### config.mk
export PLATFORM = sky130hd
export DESIGN_NAME = vid_clamp_ctrl
export DESIGN_NICKNAME = d
export VERILOG_FILES = /design/src/rtl/vcc_pkg.sv /design/src/rtl/vcc_src_decode.sv /design/src/rtl/vcc_clamp_cmp.sv /design/src/rtl/vcc_out_pipe.sv /design/src/rtl/vid_clamp_ctrl.sv
export SDC_FILE = /design/constraint.sdc
export NUM_CORES = 1
export LEC_CHECK = 0
export BUFFER_PORTS_ARGS = -buffer_cell sky130_fd_sc_hd__buf_2
export CAP_MARGIN = 20
export CELL_PAD_IN_SITES_DETAIL_PLACEMENT = 1
export CELL_PAD_IN_SITES_GLOBAL_PLACEMENT = 2
export CORE_AREA = 8 8 65 67
export DETAILED_ROUTE_END_ITERATION = 10
export DIE_AREA = 0 0 73 75
export GPL_TIMING_DRIVEN = 1
export PLACE_DENSITY = 0.81
export SLEW_MARGIN = 20
export SYNTH_ARGS = -nofsm -noshare
export SYNTH_HDL_FRONTEND = slang
export SYNTH_SLANG_ARGS = --single-unit
### constraint.sdc
create_clock -name clk -period 1.4 [get_ports clk]
set_clock_uncertainty 0.15 [all_clocks]
set_input_delay 0.21 -clock clk [delete_from_list [all_inputs] [get_ports clk]]
set_output_delay 0.21 -clock clk [all_outputs]
set_load 0.02 [all_outputs]
### src/rtl/vcc_pkg.sv
package vcc_pkg;
    typedef enum logic [1:0] {
        CLAMP_OFF = 2'b00,
        CLAMP_SRC = 2'b01,
        CLAMP_SNK = 2'b10
    } clamp_cmd_e;
endpackage

### src/rtl/vcc_src_decode.sv
module vcc_src_decode (
    input  logic [1:0] src_sel_i,
    output logic [2:0] vin_sel_o
);
    // Code 2'b11 aliases onto input 1.
    always_comb begin
        unique case (src_sel_i)
            2'b00:   vin_sel_o = 3'b001;
            2'b01:   vin_sel_o = 3'b010;
            2'b10:   vin_sel_o = 3'b100;
            default: vin_sel_o = 3'b010;
        endcase
    end
endmodule

### src/rtl/vcc_clamp_cmp.sv
module vcc_clamp_cmp
    import vcc_pkg::*;
#(
    parameter int DATA_W = 8,
    parameter int TGT_LO = 16,
    parameter int TGT_HI = 128
) (
    input  logic              clk,
    input  logic              rst_n,
    input  logic [DATA_W-1:0] code_i,
    input  logic              lvl_hi_i,
    input  logic              clamp_en_i,
    output clamp_cmd_e        cmd_o
);
    localparam logic [DATA_W-1:0] TLO = DATA_W'(TGT_LO);
    localparam logic [DATA_W-1:0] THI = DATA_W'(TGT_HI);

    typedef struct packed {
        clamp_cmd_e cmd;
    } cmp_st_t;

    cmp_st_t st_d, st_q;
    logic [DATA_W-1:0] target;

    always_comb begin
        target = lvl_hi_i ? THI : TLO;
        st_d   = st_q;
        if (!clamp_en_i)
            st_d.cmd = CLAMP_OFF;
        else if (code_i < target)
            st_d.cmd = CLAMP_SRC;
        else if (code_i > target)
            st_d.cmd = CLAMP_SNK;
        else
            st_d.cmd = CLAMP_OFF;
    end

    always_ff @(posedge clk or negedge rst_n) begin
        if (!rst_n)
            st_q <= '{cmd: CLAMP_OFF};
        else
            st_q <= st_d;
    end

    assign cmd_o = st_q.cmd;
endmodule

### src/rtl/vcc_out_pipe.sv
module vcc_out_pipe #(
    parameter int DATA_W = 8,
    parameter int LAT    = 3
) (
    input  logic              clk,
    input  logic              rst_n,
    input  logic [DATA_W-1:0] code_i,
    input  logic              fmt_tc_i,
    output logic [DATA_W-1:0] word_o
);
    // LAT-1 plain stages, then the formatting output stage (LAT >= 2).
    localparam int NSTG = LAT - 1;
    localparam logic [DATA_W-1:0] MSB_MASK = {1'b1, {(DATA_W-1){1'b0}}};

    typedef struct packed {
        logic [NSTG-1:0][DATA_W-1:0] stg;
        logic [DATA_W-1:0]           out;
    } pipe_st_t;

    pipe_st_t st_d, st_q;

    always_comb begin
        st_d        = st_q;
        st_d.stg[0] = code_i;
        for (int i = 1; i < NSTG; i++)
            st_d.stg[i] = st_q.stg[i-1];
        st_d.out = fmt_tc_i ? (st_q.stg[NSTG-1] ^ MSB_MASK) : st_q.stg[NSTG-1];
    end

    always_ff @(posedge clk or negedge rst_n) begin
        if (!rst_n)
            st_q <= '0;
        else
            st_q <= st_d;
    end

    assign word_o = st_q.out;
endmodule

### src/rtl/vid_clamp_ctrl.sv
module vid_clamp_ctrl
    import vcc_pkg::*;
#(
    parameter int DATA_W = 8,
    parameter int LAT    = 3,
    parameter int TGT_LO = 16,
    parameter int TGT_HI = 128
) (
    input  logic              clk,
    input  logic              rst_n,
    input  logic [DATA_W-1:0] sample_i,
    input  logic              under_i,
    input  logic              over_i,
    input  logic              lvl_hi_i,
    input  logic              clamp_en_i,
    input  logic [1:0]        src_sel_i,
    input  logic              fmt_tc_i,
    input  logic              oe_n_i,
    output logic [2:0]        vin_sel_o,
    output logic [1:0]        clamp_cmd_o,
    output logic [DATA_W-1:0] data_o,
    output logic              data_oe_o
);
    logic [DATA_W-1:0] code_sat;
    logic [DATA_W-1:0] word;
    clamp_cmd_e        cmd;

    // Overflow takes priority over underflow.
    always_comb begin
        if (over_i)       code_sat = '1;
        else if (under_i) code_sat = '0;
        else              code_sat = sample_i;
    end

    vcc_src_decode i_dec (
        .src_sel_i (src_sel_i),
        .vin_sel_o (vin_sel_o)
    );

    vcc_clamp_cmp #(
        .DATA_W (DATA_W),
        .TGT_LO (TGT_LO),
        .TGT_HI (TGT_HI)
    ) i_cmp (
        .clk        (clk),
        .rst_n      (rst_n),
        .code_i     (code_sat),
        .lvl_hi_i   (lvl_hi_i),
        .clamp_en_i (clamp_en_i),
        .cmd_o      (cmd)
    );

    vcc_out_pipe #(
        .DATA_W (DATA_W),
        .LAT    (LAT)
    ) i_pipe (
        .clk      (clk),
        .rst_n    (rst_n),
        .code_i   (code_sat),
        .fmt_tc_i (fmt_tc_i),
        .word_o   (word)
    );

    assign clamp_cmd_o = cmd;
    assign data_oe_o   = ~oe_n_i;
    assign data_o      = oe_n_i ? '0 : word;
endmodule

==> impl_metrics.toml <==
[outcome]
status = "finished clean"

[clocking]
clockBufferDepth = 2
clockRootBuffer = "clkbuf_4"
clkLatencyLatePin_ns = 0.30
post_cts_buffers = 0
clkSinkCount = 26
cts_tree = "done"
htreeDepth = 1
path_clk_slew_ns = 0.13
cts_buffers = 3

[place]
placed_area_sq_mm = 0.00114
globalplace.congestion = 0.692
portBuffers = 31
dp_slack_ns = -0.0869

[yosys]
synth_area_leader_cell = "dfrtp_1"
syn_nets = 84
ys_seq_area_share_pct = 71.3
ys_seq_elements = 26
netlist_area_sq_um = 912
synth_cell_types = 18
netlist_instances = 64
synth.top_cell.area_share_pct = 71.3
yosys-top-cells-area = "dfrtp_1 (71%), nor2b_1 (6.9%), a21o_1 (4.9%)"
yosysWarnings = 0
postSynthAreaPerCell_sq_um = 14.3

[route]
via_per_inst = 4.01
drc = 0
dr.pass1.iters = 2
ant_nets = 0
vias = 622
post_drt_wl_per_cell_microns = 11.8
totalWireLength_microns = 1820
drtIter0Drc = 8

[worst_setup_path]
critPathLaunchType = "primary input"
path_cells = "dlygate4sd3_1 -> buf_2 -> o21bai_2 -> nand3b_1 -> o311a_1"
cp_slowest_cell = "dlygate4sd3_1"
reg2regPathDepth = 1
crit_fanout = 2
slowest_delay_ns = 0.53
arrival_ns = 1.45
worstPathRequired_ns = 1.46
crit_type = "primary input to flop"
cp-end-kind = "flop"

[hold_path]
min_path_cells = 4
worst_hold_path_type = "primary input to flop"

[global_route]
grt_pass1_wl_microns = 3240
grt_max_degree = 27
grt-ovfl-total = 0
use_met2_pct = 13.9
antenna_found_initial = 0
grtUsageMet1_pct = 7.34
grt.busiest_layer = "met2"
met3_usage_pct = 3.33
grtUsageTotal_pct = 7.47
first_global_vias = 740

[timing]
fmax_ghz = 0.717
report.final.hold_viol_count = 0
whs_ns = 0.108
setup_slack_ns = 0.00597
rsz0062_at_grt = "no"
tightest_slew_ns = 0.546
fin_crit_sh_pct = 99.6
layout_min_cycle_time_ns = 1.39
setup_violations = 0
drv_slew = 0
relSlewSlack_pct = 63.6

[final_layout]
final_net_count = 131
drive_above_1_share_pct = 37.6
antenna_cells = 0
mostFrequentLayoutCells = "buf_2 (30), dfrtp_1 (26), nor2b_1 (10), dlygate4sd3_1 (10), a21o_1 (6)"
fin_util_pct = 38.9
areaGrowthSynthToFinish_pct = 37.9
final_common_cell = "buf_2"
final_area_sq_mm = 0.00126

[floorplanning]
rows = 21
die_w_microns = 73
die_h_microns = 75
initial_core_util_pct = 28.2
io_pins = 32
coreArea_sq_mm = 0.00323
dieArea_sq_mm = 0.00548

[run]
drv_cap = 0

[power]
power_density_mw_per_mm2 = 1040
p_leak_nw = 0.618
ir_drop_mv = 0.304
-- state kept, by name (all words and copies together), names as in the netlist --
| signal | count |
|---|---|
| i_pipe.st_q | 8 |
| i_pipe.st_d | 8 |
| i_pipe.word_o | 8 |
| i_cmp.cmd_o | 2 |
-- cell type report --
class                   instances  area (sq um)
fillers                       350          1970
flip-flops and latches         26           651
repair buffers                 44           280
multi-input cells              32           231
well taps                      46          57.6
clock buffers                   3          22.5
inverters                       4          15.0
-- worst paths after layout --
path	slack, ns	end	startpoint
hold / removal	0.11	i_pipe.st_d[20]$_DFF_PN0_	sample_i[4]
setup reg to reg	0.62	i_pipe.word_o[7]$_DFF_PN0_	i_pipe.st_q[23]$_DFF_PN0_
setup / recovery	0.006	i_cmp.cmd_o[1]$_DFF_PN0_	sample_i[5]
min in group asynchronous	0.26	i_pipe.word_o[5]$_DFF_PN0_	rst_n
hold reg to reg	0.19	i_pipe.word_o[5]$_DFF_PN0_	i_pipe.st_q[21]$_DFF_PN0_
max in group asynchronous	0.46	i_pipe.st_q[21]$_DFF_PN0_	rst_n
-- through the flow --
| stage | std cells | power (mW) | TNS [ns] |
|---|---|---|---|
| floorplan | 64 | 0.921 | 0 |
| CTS | 156 | 1.33 | 0 |
| global placement | 143 | 1.00 | -0.0333 |
| global route | 155 | 1.38 | 0 |
| finish | 155 | 1.30 | 0 |
| detailed placement | 143 | 1.02 | -0.0869 |
-- worst max-delay path, delay by kind of cell --
kind,cells,cell delay (ns)
AND/OR/NAND/NOR,1,0.11
AO/OA/AOI/OAI,2,0.45
buffers and inverters,2,0.67
-- report_power, final --
group          internal, mW  switching [mW]  total (mW)  leakage [nW]
Sequential            0.800          0.0119       0.812         0.290
Combinational        0.0941           0.111       0.205         0.314
Clock                 0.100           0.186       0.286        0.0138
Total                 0.994           0.309        1.30         0.618
-- kinds of logic after synthesis --
| group | synth area share [%] |
|---|---|
| adders and majority gates | 2.74 |
| and+or+nand+nor | 12.5 |
| AOI/OAI and AO/OA | 9.19 |
| buffers and inverters | 3.29 |
| xor gates and xnor gates | 0.960 |
| DFF | 71.3 |
-- layer usage --
metal  vias to the layer above  part of all wire, %
met3                         0                   10
met5                         -                    0
met4                         0                    0
li1                        293                    -
met2                        23                   54
met1                       306                   35
-- what timing repair did --
item / 4_1_cts / 5_1_grt
setup endpoints to repair: 0 / 1
resized for setup: 0 / 0
hold endpoints to repair: 36 / 0
hold buffers: 10 / 0
-- synthesized netlist by cell type (all sizes together) --
| cell | n |
|---|---|
| dfrtp | 26 |
| nor2b | 10 |
| a21o | 6 |
| inv | 4 |
| nor2 | 4 |
| ha | 2 |
| nand2b | 2 |
| a21oi | 1 |
| a31oi | 1 |
| buf | 1 |
| clkbuf | 1 |
| nand2 | 1 |
| nand3b | 1 |
| nor3 | 1 |
| o21bai | 1 |
| o311a | 1 |
| xor2 | 1 |
(Power assumes the default switching activity.)
